===== src/rtl/lcs_pkg.sv =====
// Shared constants, types and helpers for the link configuration shadow.
// Assumes 20-bit shadow addresses and byte-wide data.
package lcs_pkg;

    // Shadow addresses that neighbours decode
    localparam logic [19:0] ADR_BW     = 20'h00100;
    localparam logic [19:0] ADR_LCNT   = 20'h00101;
    localparam logic [19:0] ADR_TRAIN0 = 20'h00103;
    localparam logic [19:0] ADR_PC2    = 20'h0010F;

    // Local bus map
    localparam int LB_A_HI   = 0;
    localparam int LB_A_MID  = 1;
    localparam int LB_A_LO   = 2;
    localparam int LB_A_DATA = 3;
    localparam int LB_A_CTRL = 4;
    localparam int LB_A_EQ   = 8;

    // Control register bit positions
    localparam int CTRL_EQ_EN  = 7;
    localparam int CTRL_TR_EN  = 6;
    localparam int CTRL_CLR    = 5;

    typedef struct packed {
        logic [1:0] pre;
        logic [1:0] swing;
    } lane_drv_t;

    // Write byte to stored bandwidth code
    function automatic logic [1:0] bw_encode(input logic [7:0] wd);
        case (wd)
            8'h06:   return 2'd0;
            8'h0A:   return 2'd1;
            default: return 2'd2;
        endcase
    endfunction

    // A pair is forbidden when its two levels add up to more than 3
    function automatic logic pair_bad(input lane_drv_t d);
        return ({1'b0, d.swing} + {1'b0, d.pre}) > 3'd3;
    endfunction

endpackage


===== src/rtl/lcs_sink_regs.sv =====
// Shadow copy of the sink link configuration registers.
// Two write ports (snooped, local indirect); snooped wins on the same address.
// Assumes LANES is 4 or fewer so every training address stays below 0010Fh.
module lcs_sink_regs
    import lcs_pkg::*;
#(
    parameter int LANES = 4,
    parameter int AW    = 20,
    parameter int DW    = 8
) (
    input  logic                  clk,
    input  logic                  rst_n,
    input  logic                  s_we,
    input  logic [AW-1:0]         s_addr,
    input  logic [DW-1:0]         s_wdata,
    input  logic                  l_we,
    input  logic [AW-1:0]         l_addr,
    input  logic [DW-1:0]         l_wdata,
    input  logic                  clr_train,
    input  logic [AW-1:0]         rd_addr,
    output logic [DW-1:0]         rd_data,
    output logic [1:0]            rate_code,
    output logic [LANES-1:0]      lane_mask,
    output logic                  lc_bad,
    output lane_drv_t [LANES-1:0] lane_drv
);

    localparam int PAIRS = LANES / 2;

    function automatic logic hit(input logic we, input logic [AW-1:0] a,
                                 input logic [AW-1:0] t);
        return we && (a == t);
    endfunction

    logic [1:0]            rate_q;
    logic [LANES-1:0]      mask_q;
    logic                  bad_q;
    lane_drv_t [LANES-1:0] drv_q;
    logic [LANES-1:0][1:0] pc_q;

    // Bandwidth register
    logic          bw_s, bw_l;
    logic [DW-1:0] bw_wd;
    assign bw_s  = hit(s_we, s_addr, AW'(ADR_BW));
    assign bw_l  = hit(l_we, l_addr, AW'(ADR_BW));
    assign bw_wd = bw_s ? s_wdata : l_wdata;

    // Store the translated bandwidth code
    always_ff @(posedge clk) begin
        if (!rst_n)            rate_q <= 2'd1;
        else if (bw_s || bw_l) rate_q <= bw_encode(bw_wd[7:0]);
    end

    // Lane count register
    logic             lc_s, lc_l;
    logic [DW-1:0]    lc_wd;
    logic             lc_ok;
    logic [LANES-1:0] lc_mask;
    assign lc_s  = hit(s_we, s_addr, AW'(ADR_LCNT));
    assign lc_l  = hit(l_we, l_addr, AW'(ADR_LCNT));
    assign lc_wd = lc_s ? s_wdata : l_wdata;

    // Decode a written lane count into a contiguous mask
    always_comb begin
        lc_ok   = (lc_wd == '0);
        lc_mask = '0;
        for (int n = 1; n <= LANES; n++) begin
            if (lc_wd == DW'(n) && ((n & (n - 1)) == 0)) begin
                lc_ok   = 1'b1;
                lc_mask = LANES'((1 << n) - 1);
            end
        end
    end

    // Store the lane mask and the forbidden-count flag
    always_ff @(posedge clk) begin
        if (!rst_n) begin
            mask_q <= '0;
            bad_q  <= 1'b0;
        end else if (lc_s || lc_l) begin
            mask_q <= lc_mask;
            bad_q  <= !lc_ok;
        end
    end

    // Per-lane training registers
    for (genvar i = 0; i < LANES; i++) begin : g_train
        localparam logic [AW-1:0] A = AW'(ADR_TRAIN0) + AW'(i);
        logic          sh, lh;
        logic [DW-1:0] wd;
        assign sh = hit(s_we, s_addr, A);
        assign lh = hit(l_we, l_addr, A);
        assign wd = sh ? s_wdata : l_wdata;

        // Capture swing and pre-emphasis; a write outranks the clear
        always_ff @(posedge clk) begin
            if (!rst_n)        drv_q[i] <= '0;
            else if (sh || lh) drv_q[i] <= {wd[4:3], wd[1:0]};
            else if (clr_train) drv_q[i] <= '0;
        end
    end

    // Post-cursor registers, two lanes per address
    for (genvar p = 0; p < PAIRS; p++) begin : g_pc2
        localparam logic [AW-1:0] A = AW'(ADR_PC2) + AW'(p);
        logic          sh, lh;
        logic [DW-1:0] wd;
        assign sh = hit(s_we, s_addr, A);
        assign lh = hit(l_we, l_addr, A);
        assign wd = sh ? s_wdata : l_wdata;

        // Capture both lanes' post-cursor levels
        always_ff @(posedge clk) begin
            if (!rst_n) begin
                pc_q[2*p]   <= '0;
                pc_q[2*p+1] <= '0;
            end else if (sh || lh) begin
                pc_q[2*p]   <= wd[1:0];
                pc_q[2*p+1] <= wd[5:4];
            end
        end
    end

    // Read mux in stored encoding
    always_comb begin
        rd_data = '0;
        if (rd_addr == AW'(ADR_BW))   rd_data = DW'(rate_q);
        if (rd_addr == AW'(ADR_LCNT)) rd_data = DW'(mask_q);
        for (int i = 0; i < LANES; i++) begin
            if (rd_addr == AW'(ADR_TRAIN0) + AW'(i))
                rd_data = DW'({drv_q[i].pre, drv_q[i].swing});
        end
        for (int p = 0; p < PAIRS; p++) begin
            if (rd_addr == AW'(ADR_PC2) + AW'(p))
                rd_data = DW'({pc_q[2*p+1], pc_q[2*p]});
        end
    end

    assign rate_code = rate_q;
    assign lane_mask = mask_q;
    assign lc_bad    = bad_q;
    assign lane_drv  = drv_q;

endmodule


===== src/rtl/lcs_local_regs.sv =====
// Local bus registers: indirect address bytes, data window, control and
// equalizer table. Reads are combinational; writes take one clock.
// Assumes EQW is 3 so each table field fits a nibble.
module lcs_local_regs
    import lcs_pkg::*;
#(
    parameter int LANES = 4,
    parameter int AW    = 20,
    parameter int DW    = 8,
    parameter int LB_AW = 4,
    parameter int EQW   = 3
) (
    input  logic                            clk,
    input  logic                            rst_n,
    input  logic                            lb_we,
    input  logic [LB_AW-1:0]                lb_addr,
    input  logic [DW-1:0]                   lb_wdata,
    output logic [DW-1:0]                   lb_rdata,
    input  logic [DW-1:0]                   shadow_rd,
    output logic [AW-1:0]                   ind_addr,
    output logic                            ind_we,
    output logic                            clr_train,
    output logic                            eq_en,
    output logic                            train_en,
    output logic [LANES-1:0][3:0][EQW-1:0]  eq_tab
);

    localparam int HI_W = AW - 16;

    logic [HI_W-1:0] hi_q;
    logic [7:0]      mid_q, lo_q;
    logic            eq_en_q, tr_en_q;
    logic [LANES-1:0][3:0][EQW-1:0] tab_q;

    logic wr_hi, wr_mid, wr_lo, wr_ctrl;
    assign wr_hi   = lb_we && (lb_addr == LB_AW'(LB_A_HI));
    assign wr_mid  = lb_we && (lb_addr == LB_AW'(LB_A_MID));
    assign wr_lo   = lb_we && (lb_addr == LB_AW'(LB_A_LO));
    assign wr_ctrl = lb_we && (lb_addr == LB_AW'(LB_A_CTRL));

    // Indirect address bytes
    always_ff @(posedge clk) begin
        if (!rst_n) begin
            hi_q  <= '0;
            mid_q <= '0;
            lo_q  <= '0;
        end else begin
            if (wr_hi)  hi_q  <= lb_wdata[HI_W-1:0];
            if (wr_mid) mid_q <= lb_wdata[7:0];
            if (wr_lo)  lo_q  <= lb_wdata[7:0];
        end
    end

    // Control enables
    always_ff @(posedge clk) begin
        if (!rst_n) begin
            eq_en_q <= 1'b0;
            tr_en_q <= 1'b1;
        end else if (wr_ctrl) begin
            eq_en_q <= lb_wdata[CTRL_EQ_EN];
            tr_en_q <= lb_wdata[CTRL_TR_EN];
        end
    end

    // Equalizer table, two registers per lane
    for (genvar l = 0; l < LANES; l++) begin : g_tab
        localparam logic [LB_AW-1:0] A0 = LB_AW'(LB_A_EQ + 2*l);
        localparam logic [LB_AW-1:0] A1 = LB_AW'(LB_A_EQ + 2*l + 1);

        // Store the four level fields of one lane
        always_ff @(posedge clk) begin
            if (!rst_n) begin
                tab_q[l] <= '0;
            end else if (lb_we && lb_addr == A0) begin
                tab_q[l][0] <= lb_wdata[4 +: EQW];
                tab_q[l][1] <= lb_wdata[0 +: EQW];
            end else if (lb_we && lb_addr == A1) begin
                tab_q[l][2] <= lb_wdata[4 +: EQW];
                tab_q[l][3] <= lb_wdata[0 +: EQW];
            end
        end
    end

    // Read mux for the local map
    always_comb begin
        lb_rdata = '0;
        case (int'(lb_addr))
            LB_A_HI:   lb_rdata = DW'(hi_q);
            LB_A_MID:  lb_rdata = DW'(mid_q);
            LB_A_LO:   lb_rdata = DW'(lo_q);
            LB_A_DATA: lb_rdata = shadow_rd;
            LB_A_CTRL: lb_rdata = DW'({eq_en_q, tr_en_q, 6'b0});
            default: begin
                for (int l = 0; l < LANES; l++) begin
                    if (lb_addr == LB_AW'(LB_A_EQ + 2*l))
                        lb_rdata = DW'({1'b0, tab_q[l][0], 1'b0, tab_q[l][1]});
                    if (lb_addr == LB_AW'(LB_A_EQ + 2*l + 1))
                        lb_rdata = DW'({1'b0, tab_q[l][2], 1'b0, tab_q[l][3]});
                end
            end
        endcase
    end

    assign ind_addr  = {hi_q, mid_q, lo_q};
    assign ind_we    = lb_we && (lb_addr == LB_AW'(LB_A_DATA));
    assign clr_train = wr_ctrl && lb_wdata[CTRL_CLR];
    assign eq_en     = eq_en_q;
    assign train_en  = tr_en_q;
    assign eq_tab    = tab_q;

endmodule


===== src/rtl/lcs_eq_select.sv =====
// Per-lane equalizer code selection from the programmable table.
// Pure combinational; assumes pre-emphasis levels are 2 bits.
module lcs_eq_select
    import lcs_pkg::*;
#(
    parameter int LANES = 4,
    parameter int EQW   = 3
) (
    input  logic                           eq_en,
    input  logic                           train_en,
    input  logic [LANES-1:0][3:0][EQW-1:0] eq_tab,
    input  lane_drv_t [LANES-1:0]          lane_drv,
    output logic [LANES-1:0][EQW-1:0]      eq_code
);

    for (genvar l = 0; l < LANES; l++) begin : g_lane
        // Pick the trained-level field, the level-1 field, or zero
        always_comb begin
            if (!eq_en)        eq_code[l] = '0;
            else if (train_en) eq_code[l] = eq_tab[l][lane_drv[l].pre];
            else               eq_code[l] = eq_tab[l][1];
        end
    end

endmodule


===== src/rtl/link_cfg_shadow.sv =====
// Top of the link configuration shadow: joins the local bus registers, the
// shadow copy and the equalizer selection, and forms the lane gating.
// Assumes a single clock and synchronous active-low reset.
module link_cfg_shadow
    import lcs_pkg::*;
#(
    parameter int LANES = 4,
    parameter int AW    = 20,
    parameter int DW    = 8,
    parameter int LB_AW = 4,
    parameter int EQW   = 3
) (
    input  logic                   clk,
    input  logic                   rst_n,
    input  logic                   snoop_we,
    input  logic [AW-1:0]          snoop_addr,
    input  logic [DW-1:0]          snoop_wdata,
    input  logic                   lb_we,
    input  logic [LB_AW-1:0]       lb_addr,
    input  logic [DW-1:0]          lb_wdata,
    output logic [DW-1:0]          lb_rdata,
    output logic [1:0]             link_rate,
    output logic [LANES-1:0]       lane_en,
    output logic                   cfg_err,
    output logic [2*LANES-1:0]     drv_swing,
    output logic [2*LANES-1:0]     drv_pre,
    output logic [EQW*LANES-1:0]   eq_code
);

    logic [DW-1:0]                  shadow_rd;
    logic [AW-1:0]                  ind_addr;
    logic                           ind_we;
    logic                           clr_train;
    logic                           eq_en_w;
    logic                           train_en_w;
    logic [LANES-1:0][3:0][EQW-1:0] eq_tab;
    logic [LANES-1:0]               lane_mask;
    logic                           lc_bad;
    lane_drv_t [LANES-1:0]          lane_drv;
    logic [LANES-1:0][EQW-1:0]      eq_arr;
    logic [LANES-1:0]               pair_err;

    lcs_local_regs #(
        .LANES(LANES), .AW(AW), .DW(DW), .LB_AW(LB_AW), .EQW(EQW)
    ) u_local (
        .clk       (clk),
        .rst_n     (rst_n),
        .lb_we     (lb_we),
        .lb_addr   (lb_addr),
        .lb_wdata  (lb_wdata),
        .lb_rdata  (lb_rdata),
        .shadow_rd (shadow_rd),
        .ind_addr  (ind_addr),
        .ind_we    (ind_we),
        .clr_train (clr_train),
        .eq_en     (eq_en_w),
        .train_en  (train_en_w),
        .eq_tab    (eq_tab)
    );

    lcs_sink_regs #(
        .LANES(LANES), .AW(AW), .DW(DW)
    ) u_sink (
        .clk       (clk),
        .rst_n     (rst_n),
        .s_we      (snoop_we),
        .s_addr    (snoop_addr),
        .s_wdata   (snoop_wdata),
        .l_we      (ind_we),
        .l_addr    (ind_addr),
        .l_wdata   (lb_wdata),
        .clr_train (clr_train),
        .rd_addr   (ind_addr),
        .rd_data   (shadow_rd),
        .rate_code (link_rate),
        .lane_mask (lane_mask),
        .lc_bad    (lc_bad),
        .lane_drv  (lane_drv)
    );

    lcs_eq_select #(
        .LANES(LANES), .EQW(EQW)
    ) u_eq (
        .eq_en    (eq_en_w),
        .train_en (train_en_w),
        .eq_tab   (eq_tab),
        .lane_drv (lane_drv),
        .eq_code  (eq_arr)
    );

    // Per-lane forbidden pair detection and output flattening
    for (genvar l = 0; l < LANES; l++) begin : g_out
        assign pair_err[l]          = pair_bad(lane_drv[l]);
        assign drv_swing[2*l +: 2]  = lane_drv[l].swing;
        assign drv_pre[2*l +: 2]    = lane_drv[l].pre;
        assign eq_code[EQW*l +: EQW] = eq_arr[l];
    end

    assign cfg_err = lc_bad || (|pair_err);
    assign lane_en = cfg_err ? '0 : lane_mask;

endmodule


===== config.mk =====
export PLATFORM = sky130hd
export DESIGN_NAME = link_cfg_shadow
export DESIGN_NICKNAME = d
export VERILOG_FILES = /design/src/rtl/lcs_pkg.sv /design/src/rtl/lcs_sink_regs.sv /design/src/rtl/lcs_local_regs.sv /design/src/rtl/lcs_eq_select.sv /design/src/rtl/link_cfg_shadow.sv
export SDC_FILE = /design/constraint.sdc
export NUM_CORES = 1
export LEC_CHECK = 0
export BUFFER_PORTS_ARGS = -buffer_cell sky130_fd_sc_hd__buf_2
export CORE_UTILIZATION = 42
export CTS_BUF_LIST = sky130_fd_sc_hd__clkbuf_4
export CTS_CLUSTER_DIAMETER = 80
export CTS_CLUSTER_SIZE = 12
export DETAILED_ROUTE_END_ITERATION = 12
export PLACE_DENSITY_LB_ADDON = 0.1
export SKIP_CTS_REPAIR_TIMING = 1
export SYNTH_ARGS = -nofsm -noshare
export SYNTH_HDL_FRONTEND = slang
export SYNTH_SLANG_ARGS = --single-unit

===== constraint.sdc =====
create_clock -name clk -period 5.45 [get_ports clk]
set_input_delay 1.635 -clock clk [delete_from_list [all_inputs] [get_ports clk]]
set_output_delay 1.635 -clock clk [all_outputs]
set_load 0.005 [all_outputs]

# --- Yosys cells after proc, flatten, opt, wreduce, memory -nomap -nowiden ---
# Cells that the tools add are included.
word_totals:
  ff_bits: 101
  elab_cells: 190
classes:
  add_sub_neg: 4
  order_cmp: 8
  n_eq_ne: 33
  muxes: 54
  bitwise: 4
  reduce_logical: 51
ops:
  columns: ["cell", "n"]
  rows:
  - ["$eq 20x9->1 const B", 16]
  - ["$mux 8", 9]
  - ["$mux 7", 8]
  - ["$pmux 8 s5", 1]
  - ["$mux 3", 12]
  - ["$eq 4x4->1 const B", 8]
  - ["$logic_and 1x1->1", 30]
  - ["$mux 4", 7]
  - ["$bmux 3 s2", 4]
  - ["$mux 5", 4]
  - ["$eq 8x3->1 const B", 2]
  - ["$add 2x2->3", 4]
  - ["$gt 3x2->1 const B", 4]
  - ["$lt 2x3->1 const B", 4]
  - ["$mux 6", 2]
  - ["$logic_or 1x1->1", 9]
  - ["$eq 4x2->1 const B", 2]
  - ["$eq 8x1->1 const B", 1]
  - ["$eq 8x2->1 const B", 1]
  - ["$eq 8x4->1 const B", 1]
  - ["$logic_not 8->1", 1]
  - ["$reduce_and 2->1", 4]
  - ["$reduce_bool 2->1", 4]
  - ["$eq 4x1->1 const B", 1]
  - ["8 further kinds", 15]

# --- Depth between registers and ports, before layout ---
# Gate-level depths: netlist of run 1.
depth:
  word_depth: 10
  mapped_depth: 9

# --- By module ---
# Synthesis of run 1 repeated with hierarchy kept, for this count alone.
hier_totals:
  hier_cells: 790
  area_unflattened_um2: 6698.9
modules_own_cells:
  columns: ["module", "instances", "cells_each", "area_per_inst_um2", "seq_area_each_um2"]
  rows:
  - ["lcs_local_regs", 1, 395, 3579.7, 1401.3]
  - ["lcs_sink_regs", 1, 297, 2474.9, 600.6]
  - ["lcs_eq_select", 1, 79, 504.2, 0.0]
  - ["link_cfg_shadow", 1, 19, 140.1, 0.0]

# --- Worst setup path after synthesis of run 1 ---
# Ideal clock, no wire load.
synth_timing:
  path_type: "in2out"
  from: "input port lb_addr[1]"
  to: "output port lb_rdata[4]"
  arrival_ns: 3.056
  slack_ns: 0.759
  stages: 6
  path_buffers: 3
  path_cell_list: "clkbuf_1 > buf_2 > buf_1 > mux4_2 > mux2i_1 > o21ai_0"
synth_between:
  elab_chain_cells: 10
  word_cells_on_any_way: 22
  cone_classes: "12 x eq/ne; 9 x mux; 1 x reduce/logical"
synth_rtl:
  columns: ["element", "line_no", "text"]
  rows:
  - ["start, declared", "link_cfg_shadow.sv:19", "input logic [LB_AW-1:0] lb_addr,"]
  - ["$eq 4x4->1", "lcs_local_regs.sv:95", "if (lb_addr == LB_AW'(LB_A_EQ + 2*l))"]
  - ["$mux 7", "lcs_local_regs.sv:95", null]
  - ["$mux 7", "lcs_local_regs.sv:97", "if (lb_addr == LB_AW'(LB_A_EQ + 2*l + 1))"]
  - ["$mux 7", "lcs_local_regs.sv:95", null]
  - ["$mux 7", "lcs_local_regs.sv:97", null]
  - ["$mux 7", "lcs_local_regs.sv:95", null]
  - ["$mux 7", "lcs_local_regs.sv:97", null]
  - ["$mux 7", "lcs_local_regs.sv:95", null]
  - ["$mux 7", "lcs_local_regs.sv:97", null]
  - ["$pmux 8 s5 (*)", "lcs_local_regs.sv:87", "case (int'(lb_addr))"]
  - ["end, declared", "link_cfg_shadow.sv:21", "output logic [DW-1:0] lb_rdata,"]
# Every way passes the cells marked *; elsewhere a longest branch is shown, timed or not.

# --- Worst setup path after layout of run 1 ---
layout_timing:
  from: "input port lb_addr[1]"
  to: "output port lb_rdata[1]"
# Same word-level chain as after synthesis.

==> flow_summary.json, run 1 <==
{
  "netlist_area_mm2": 0.00615,
  "end_kind": "output port",
  "cts_buffer_depth": 2,
  "hold_viol_final": 0,
  "synthFlopType": "dfxtp_1",
  "post-route-period-util_pct": 91.8,
  "cp.required_ps": 3820,
  "remaining_drc_errors": 0,
  "p_leak_nw": 2.54,
  "layout_commonest_cell": "dfxtp_1",
  "grt_max_degree": 48,
  "max_freq_mhz": 200,
  "synth_cells": 771,
  "avgSynthCellArea_um2": 7.97,
  "grt_pass1_vias": 5635,
  "initial_core_util_pct": 43.6,
  "grt_use_met2_pct": 48.1,
  "status": "completed",
  "rsz0062_at_grt": "false",
  "rows": 43,
  "synth_edf_count": 0,
  "postRouteAntennaNets": 0,
  "root_buffer": "clkbuf_4",
  "synth_cell_types": 69,
  "arrival_ps": 3370,
  "crit_family": "compound AO/OA/AOI/OAI gates",
  "crit_path_max_fanout": 24,
  "setup_ws_ps": 447,
  "ys_warn_count": 0,
  "fin_tns_setup_ps": 0,
  "slew_headroom_pct": 34.2,
  "die_y_um": 123,
  "gp_congestion": 0.960,
  "wl_mm": 21.7,
  "critPathLaunchType": "input pin",
  "worstPathCellList": "buf_2 -> and4bb_1 -> o21a_1 -> o221ai_1 -> a21o_1 -> a32oi_1 -> buf_2",
  "drv_cap": 0,
  "hold_ws_ps": 482,
  "worst_pin_slew_ps": 978,
  "ios": 87,
  "crit_path_max_incr_delay_ps": 430,
  "syn-num-nets": 819,
  "grt_use_met3_pct": 5.49,
  "hp-class": "reg -> reg",
  "clk_latency_ps": 500,
  "cts_tree": "done",
  "fill_cells": 1426,
  "synth_top_area_share_pct": 32.6,
  "synth_area_leaders": "dfxtp_1 33%, mux2i_1 14%, nor2_1 5.7%, a21oi_1 4.6%, o21ai_0 4.2%",
  "antenna_found_initial": 0,
  "globalRoute.totalOverflow": 0,
  "gr-usage-met1_pct": 38.2,
  "grt-busiest-layer": "met2",
  "power.density_mw_per_mm2": 197,
  "nets": 859,
  "cts.sinks": 100,
  "path_class": "in -> out",
  "wl_per_cell_um": 21.7,
  "vias": 6122,
  "peakVddDrop_uv": 147,
  "maxSlewViolCount": 0,
  "layout_common_cells": "100 x dfxtp_1, 94 x nor2_1, 88 x mux2i_1",
  "vias_per_cell": 6.15,
  "finalCriticalPeriod_ps": 5000,
  "yosys.area.top_type": "dfxtp_1",
  "drt_first_iter_violations": 434,
  "drive_gt1_share_pct": 17.0,
  "crit_path_frequent_cell": "buf_2",
  "setup_viol": 0,
  "clock_skew_ps": 26.3,
  "port_buffers": 86,
  "cp_num_buf_inv": 2,
  "die-area_mm2": 0.0151,
  "coreArea_mm2": 0.0141,
  "pre_cts_ws_ps": 464,
  "yosysSeqAreaShare_pct": 32.6,
  "firstDrtPassIters": 5,
  "async_flop_share_pct": 0,
  "clk_pin_slew_ps": 170,
  "grt_first_pass_wirelength_mm": 32.9,
  "dp_hpwl_mm": 15.6,
  "critical-path-slowest-cell": "buf_2",
  "area_delta_synth_final_pct": 9.87,
  "cts-buffers-inserted": 9,
  "n_antenna_cell": 0,
  "cts-htree-levels": 3,
  "track_usage_pct": 29.5,
  "die_w_um": 123,
  "ys_ff_latch": 100
}
-- path summary, 6_finish.rpt --
check,start,to,slack (ps),cells after the start
worst max-delay path,lb_addr[1],lb_rdata[1],450,7
worst min-delay path,u_sink.lc_bad,u_sink.lc_bad,480,2
worst max register to register,u_local.lo_q[5],u_sink.lane_drv[6],2590,6
worst min register to register,u_sink.lc_bad,u_sink.lc_bad,480,2
-- kinds of logic after synthesis --
logic type | count (synthesis) | synth area share, %
compound gates | 185 | 18.4
xor+xnor | 6 | 0.855
fa+ha+maj | 4 | 0.814
buf+inv | 77 | 4.80
flops | 100 | 32.6
mux | 102 | 17.9
simple gates | 297 | 24.7
-- tightest hold or removal path: stages (launching register included) --
cell     delay [ps]
dfxtp_1         350
nand2_1          50
o22ai_1          60
-- metrics by stage --
| stage | util (%) | cells | instance area [um^2] | total power, mW |
|---|---|---|---|---|
| after global placement | 46.8 | 980 | 6600 | 0.908 |
| after global routing | 47.9 | 996 | 6750 | 1.37 |
| after detailed placement | 46.8 | 980 | 6600 | 0.910 |
| after CTS | 47.9 | 996 | 6750 | 1.34 |
| after floorplan | - | 771 | 6150 | 0.853 |
| final | 47.9 | 996 | 6750 | 1.33 |
-- final cells by class --
class	count	area, um^2	area share [%]
Tap cell	180	225	3.34
Sequential cell	100	2000	29.6
Inverter	14	52.6	0.778
Clock buffer	9	67.6	1.00
Timing Repair Buffer	92	475	7.04
Clock inverter	7	81.3	1.20
Multi-Input combinational cell	594	3850	57.0
-- registers in the layout, indices dropped and copies added, names as in the netlist --
| name | cells |
|---|---|
| u_sink.rate_code | 2 |
| u_local.eq_en | 1 |
| u_local.hi_q | 4 |
| u_sink.lc_bad | 1 |
| u_local.eq_tab | 48 |
| u_sink.lane_drv | 16 |
| u_local.lo_q | 8 |
| u_local.mid_q | 8 |
| u_sink.lane_mask | 3 |
| u_local.train_en | 1 |
| u_sink.pc_q | 8 |
-- metal layers --
metal  wire length, um  vias to the layer above
li1                  -                     2872
met4               748                        0
met2             10000                      253
met1              9420                     2945
met5                 0                        -
met3              1460                       52
-- report_power, final --
| group | total (mW) | internal, mW | leakage (nW) | switching [mW] |
|---|---|---|---|---|
| logic | 0.150 | 0.0483 | 1.65 | 0.101 |
| clock network | 0.431 | 0.147 | 0.0828 | 0.283 |
| registers | 0.748 | 0.738 | 0.807 | 0.00974 |
-- cell usage after synthesis, types with 3 or more instances --
library cell and instances:
nor4_1 5, a21oi_1 56, inv_1 12, o22ai_1 5, nor3_2 3, a21boi_0 4
a211oi_1 6, o31ai_1 9, nor4b_1 5, xor2_1 4, o21ai_0 51, nand3b_1 7
and2_1 5, nand3_1 38, mux4_2 5, mux2i_1 88, nor2_1 94, o211ai_1 3
clkbuf_1 53, nor2b_1 7, a31oi_1 17, or3_1 4, mux2_2 8, nor3_1 19
a22o_1 7, ha_1 4, nand4_1 9, nand2b_1 8, buf_1 7, or4_1 4
o21a_1 6, a21o_1 3, nand2_1 65, and3_1 5, nor3b_1 3, dfxtp_1 100
Power figures use the tool's default switching activity.
==> run 2: changes to the inputs <==
--- a/config.mk
+++ b/config.mk
@@ -15,4 +15,5 @@
 export SKIP_CTS_REPAIR_TIMING = 1
 export SYNTH_ARGS = -nofsm -noshare
 export SYNTH_HDL_FRONTEND = slang
+export SYNTH_HIERARCHICAL = 1
 export SYNTH_SLANG_ARGS = --single-unit
==> flow_summary.json, run 2 <==
{
  "status": "completed",
  "synth.mux.area_fraction_pct": 12.2,
  "vias_per_cell": 6.14,
  "synth_cell_types": 82,
  "remaining_drc_errors": 0,
  "crit_family": "simple AND/OR/NAND/NOR gates",
  "yosysSeqAreaShare_pct": 29.9,
  "end_kind": "output port",
  "dp_cells": 1042,
  "grt_first_pass_wirelength_mm": 35.2,
  "clockPowerShare_pct": 27.7,
  "wl_mm": 22.8,
  "slew_headroom_pct": 31.0,
  "cp_num_buf_inv": 1,
  "clk_latency_ps": 490,
  "holdPathEnd": "u_local/eq_tab[12]",
  "peakVddDrop_uv": 106,
  "seq_power_share_pct": 58.9,
  "layout_commonest_cell": "dfxtp_1",
  "rows": 45,
  "clock_skew_ps": 23.1,
  "layout_common_cells": "100 x dfxtp_1, 86 x buf_2, 57 x nand2_1",
  "final_cell_count_no_fill": 1058,
  "synth_top_area_share_pct": 29.9,
  "synth_fa_ha_area_share_pct": 0.747,
  "fill_cells": 1534,
  "area_delta_synth_final_pct": 9.02,
  "arrival_ps": 3630,
  "root_buffer": "clkbuf_4",
  "fin_tns_setup_ps": 0,
  "avgSynthCellArea_um2": 8.48,
  "critical-path-slowest-cell": "nor4_2",
  "placed_area_mm2": 0.00718,
  "cts_tree": "done",
  "grt_max_degree": 79,
  "die-area_mm2": 0.0165,
  "synthFlopType": "dfxtp_1",
  "synth_edf_count": 0,
  "synth_xor_xnor_area_share_pct": 0.523,
  "post-route-period-util_pct": 96.6,
  "hold_start": "u_local/eq_tab[12]",
  "final_area_mm2": 0.00730,
  "cts_buffer_depth": 2,
  "cts.sinks": 100,
  "cp.required_ps": 3820,
  "netlist_area_mm2": 0.00670,
  "r2r_setup_slack_ps": 2700,
  "grt_pass1_vias": 6115,
  "yosys.area.top_type": "dfxtp_1",
  "port_buffers": 86,
  "rr_worst_depth": 6,
  "path_class": "reg -> out",
  "largest_register_ffs": 48,
  "crit_path_max_incr_delay_ps": 550,
  "combPwrFrac_pct": 13.4,
  "ys_ff_latch": 100,
  "drv_cap": 0,
  "synth_commonest_cells": "100 x dfxtp_1, 57 x nand2_1, 56 x o21ai_0, 53 x mux2i_1, 49 x nor2b_1",
  "dp_hpwl_mm": 16.4,
  "maxSlewViolCount": 0,
  "drt_first_iter_violations": 732,
  "drive_gt1_share_pct": 19.4,
  "netSwitchingPower_mw": 0.375,
  "synth_simple_gate_area_share_pct": 27.9,
  "critPathLaunchType": "flip-flop",
  "cts-buffers-inserted": 9,
  "p_int_mw": 0.894,
  "cts-htree-levels": 3,
  "coreArea_mm2": 0.0154,
  "wl_per_cell_um": 21.6,
  "sw_frac_of_total_pct": 29.5,
  "postRouteAntennaNets": 0,
  "firstDrtPassIters": 5,
  "die_w_um": 128,
  "track_usage_pct": 28.3,
  "vias": 6496,
  "clk_pin_slew_ps": 150,
  "nets": 890,
  "power.density_mw_per_mm2": 174,
  "crit_path_max_fanout": 6,
  "p_leak_nw": 2.75,
  "rsz0062_at_grt": "false",
  "antenna_found_initial": 1,
  "globalRoute.totalOverflow": 0,
  "hold_viol_final": 0,
  "r2r-end": "u_sink/lane_drv[1]",
  "r2r_start": "u_local/mid_q[6]",
  "worstPathCellList": "nor4_2 -> nand2_1 -> nor3_1 -> or2_2 -> o32ai_1 -> mux4_2 -> and2_1 -> a211oi_1 -> nor2_1 -> buf_2",
  "synth_area_leaders": "dfxtp_1 30%, mux2i_1 7.9%, nor2b_1 4.6%, a211oi_1 4.5%, o21ai_0 4.2%",
  "initial_core_util_pct": 43.6,
  "worst_pin_slew_ps": 1020,
  "hp-class": "reg -> reg",
  "hold_path_depth": 2,
  "gp_congestion": 0.901,
  "synth_cells": 790,
  "synth_top_family_by_area": "simple AND/OR/NAND/NOR gates",
  "async_flop_share_pct": 0,
  "synth.most_common_cell": "dfxtp_1",
  "ios": 87,
  "synth_compound_area_share_pct": 22.9,
  "setup_viol": 0,
  "ys_warn_count": 6,
  "max_freq_mhz": 190,
  "finalCriticalPeriod_ps": 5270,
  "die_y_um": 128
}
run 2: cell count changes in the layout (fill, tap and decap cells not counted), moves of 8 or more:
cell | previous run | this run
a221oi_1 | 1 | 9
inv_1 | 12 | 24
o31ai_1 | 9 | 1
a21boi_0 | 4 | 31
a31oi_1 | 17 | 5
nor2_1 | 94 | 40
mux2i_1 | 88 | 53
nand3_1 | 38 | 21
a211oi_1 | 6 | 40
nand2_1 | 65 | 57
nand4b_1 | 1 | 10
nor2b_1 | 7 | 49
and3_1 | 5 | 13
a21oi_1 | 56 | 34
run 2: routing by layer:
layer | share of wire (%) | GRT usage [%]
met3 | 6.9 | 5.43
met4 | 2.1 | 8.30
met1 | 47 | 40.8
met2 | 44 | 42.5
met5 | 0 | 0
run 2: worst reg2reg max path: stages, from the launching register on:
cell and delay, ps:
dfxtp_1 360, buf_4 170, nor4b_1 400, nand4b_1 290, nor4_1 900, a221oi_1 250
a211oi_1 300
run 2: power by group through the flow:
stage	combinational, mW	sequential, mW	clock, mW
after floorplan	0.110	0.758	0
after global placement	0.162	0.763	0
after detailed placement	0.166	0.763	0
after CTS	0.167	0.747	0.365
after global routing	0.183	0.749	0.389
final	0.170	0.748	0.351
run 2: cell families (layout without fill, tap and decap cells):
logic type | after synthesis | count (layout)
buffers and inverters | 82 | 134
DFF | 100 | 100
xor gates and xnor gates | 4 | 4
muxes | 72 | 72
adders and majority gates | 4 | 4
and+or+nand+nor | 299 | 299
AOI/OAI and AO/OA | 228 | 228
other | 1 | 6
run 2: final cells by class:
cell class | instances | area [um^2] | share of cell area (%)
multi-input cells | 611 | 4340 | 59.4
flip-flops and latches | 100 | 2000 | 27.4
repair buffers | 96 | 505 | 6.92
well taps | 211 | 264 | 3.61
inverters | 24 | 90.1 | 1.23
clock buffers | 11 | 82.6 | 1.13
clock inverters | 3 | 16.3 | 0.223
diodes | 2 | 5.00 | 0.0685
run 2: through the flow:
step | hold WS (ps) | power (mW) | worst slack [ps] | util (%)
6_report | 522 | 1.27 | 185 | 47.5
5_1_grt | 533 | 1.32 | 14.0 | 47.5
4_1_cts | 521 | 1.28 | 22.9 | 47.4
3_5_place_dp | 500 | 0.929 | 425 | 46.7
3_3_place_gp | 495 | 0.925 | 527 | 46.7
2_1_floorplan | 458 | 0.869 | 1050 | -
run 2: worst max-delay path by stage:
stage / cells past startpoint / to / startpoint
5_1_grt: 11 / lb_rdata[2] / u_local/mid_q[5]
6_report: 10 / lb_rdata[2] / u_local/lo_q[7]
3_3_place_gp: 6 / lb_rdata[5] / lb_addr[1]
4_1_cts: 10 / lb_rdata[2] / u_local/lo_q[7]
2_1_floorplan: 5 / lb_rdata[2] / lb_addr[0]
3_5_place_dp: 6 / lb_rdata[2] / lb_addr[1]
==> run 3: changes to the inputs <==
--- a/config.mk
+++ b/config.mk
@@ -6,7 +6,7 @@
 export NUM_CORES = 1
 export LEC_CHECK = 0
 export BUFFER_PORTS_ARGS = -buffer_cell sky130_fd_sc_hd__buf_2
-export CORE_UTILIZATION = 42
+export CORE_UTILIZATION = 32
 export CTS_BUF_LIST = sky130_fd_sc_hd__clkbuf_4
 export CTS_CLUSTER_DIAMETER = 80
 export CTS_CLUSTER_SIZE = 12
==> flow_summary.json, run 3 (same netlist as run 2, synthesis figures left out) <==
{
  "status": "completed",
  "coreArea_mm2": 0.0204,
  "vias_per_cell": 5.82,
  "post-route-period-util_pct": 95.7,
  "clk_latency_ps": 520,
  "die_y_um": 147,
  "globalRoute.totalOverflow": 0,
  "maxSlewViolCount": 0,
  "cp.required_ps": 3820,
  "grt_first_pass_wirelength_mm": 37.3,
  "vias": 6486,
  "drt_first_iter_violations": 767,
  "remaining_drc_errors": 0,
  "p_leak_nw": 2.76,
  "arrival_ps": 3580,
  "layout_commonest_cell": "dfxtp_1",
  "nets": 887,
  "holdPathEnd": "u_local/eq_tab[12]",
  "cts_tree": "done",
  "die-area_mm2": 0.0215,
  "r2r_start": "u_local/hi_q[1]",
  "rows": 52,
  "end_kind": "output port",
  "layout_common_cells": "100 x dfxtp_1, 86 x buf_2, 57 x nand2_1",
  "power.density_mw_per_mm2": 183,
  "critPathLaunchType": "flip-flop",
  "fill_cells": 2153,
  "grt_max_degree": 79,
  "root_buffer": "clkbuf_4",
  "cts_buffer_depth": 2,
  "area_delta_synth_final_pct": 10.4,
  "finalCriticalPeriod_ps": 5210,
  "r2r-end": "u_sink/pc_q[3]",
  "worst_pin_slew_ps": 1100,
  "clock_skew_ps": 21.1,
  "slew_headroom_pct": 26.6,
  "cts-htree-levels": 3,
  "wl_per_cell_um": 21.9,
  "hp-class": "reg -> reg",
  "initial_core_util_pct": 32.9,
  "firstDrtPassIters": 5,
  "rsz0062_at_grt": "false",
  "ios": 87,
  "drv_cap": 0,
  "gp_congestion": 0.828,
  "largest_register_ffs": 48,
  "cts.sinks": 100,
  "n_antenna_cell": 0,
  "setup_viol": 0,
  "rr_worst_depth": 5,
  "track_usage_pct": 22.8,
  "clk_pin_slew_ps": 170,
  "wl_mm": 24.4,
  "fin_util_pct": 36.3,
  "grt_pass1_vias": 6046,
  "path_class": "reg -> out",
  "postRouteAntennaNets": 0,
  "fin_tns_setup_ps": 0,
  "hold_start": "u_local/eq_tab[12]",
  "crit_path_max_fanout": 17,
  "hold_viol_final": 0,
  "dp_hpwl_mm": 17.4,
  "r2r_setup_slack_ps": 2940,
  "hold_path_depth": 2,
  "max_freq_mhz": 192,
  "cts-buffers-inserted": 9,
  "antenna_found_initial": 0,
  "port_buffers": 86,
  "peakVddDrop_uv": 85.4,
  "drive_gt1_share_pct": 19.5,
  "die_w_um": 147
}
-- run 3: changes by cell type in the layout (fill, tap and decap cells not counted), moves of 2 or more --
cell / before / now
buf_4: 10 / 7
inv_6: 0 / 2
clkbuf_4: 11 / 9
diode_2: 2 / 0
-- run 3: power breakdown --
group          total [mW]  internal, mW  switching [mW]
Combinational       0.172        0.0587           0.114
Clock               0.436         0.142           0.294
Sequential          0.749         0.738          0.0107
-- run 3: area by class of cell --
type | count | area (um^2) | area share [%]
Inverter | 24 | 90.1 | 1.22
Multi-Input combinational cell | 611 | 4340 | 58.7
Timing Repair Buffer | 93 | 483 | 6.53
Clock buffer | 9 | 67.6 | 0.913
Sequential cell | 100 | 2000 | 27.1
Tap cell | 270 | 338 | 4.57
Clock inverter | 7 | 73.8 | 0.998
-- run 3: worst max-delay path by stage --
stage	to	from	slack [ps]	depth (start not counted)
6_report	lb_rdata[2]	u_local/lo_q[0]	240	10
3_5_place_dp	lb_rdata[6]	lb_addr[1]	400	7
3_3_place_gp	lb_rdata[6]	lb_addr[1]	430	7
2_1_floorplan	lb_rdata[2]	lb_addr[0]	1050	5
5_1_grt	lb_rdata[2]	u_local/hi_q[1]	0.4	11
4_1_cts	lb_rdata[2]	u_local/hi_q[1]	110	11
-- run 3: per-stage QoR --
stage | setup WS, ps | power (mW) | hold slack (ps) | cells | instance area [um^2]
after CTS | 114 | 1.36 | 529 | 1114 | 7370
after detailed placement | 402 | 0.934 | 501 | 1098 | 7230
final | 236 | 1.36 | 530 | 1114 | 7400
after floorplan | 1050 | 0.869 | 458 | 793 | 6710
after global routing | 0.412 | 1.41 | 566 | 1114 | 7400
after global placement | 432 | 0.931 | 491 | 1098 | 7230
-- run 3: routing by layer --
| metal | up-vias | wire [um] | track usage, % |
|---|---|---|---|
| met3 | 28 | 1650 | 4.00 |
| met4 | 0 | 304 | 5.52 |
| met2 | 260 | 10800 | 34.4 |
| met1 | 3148 | 11600 | 33.3 |
| met5 | - | 0 | 0 |
| li1 | 3050 | - | - |
-- run 3: critical path: stages (launching register included) --
cell and delay [ps]:
dfxtp_1 820, and2_1 320, nand3_1 90, nor3_1 390, or2_2 210, o32ai_1 120, mux4_2 500, and2_1 170
a211oi_1 200, nor2_1 100, buf_2 130
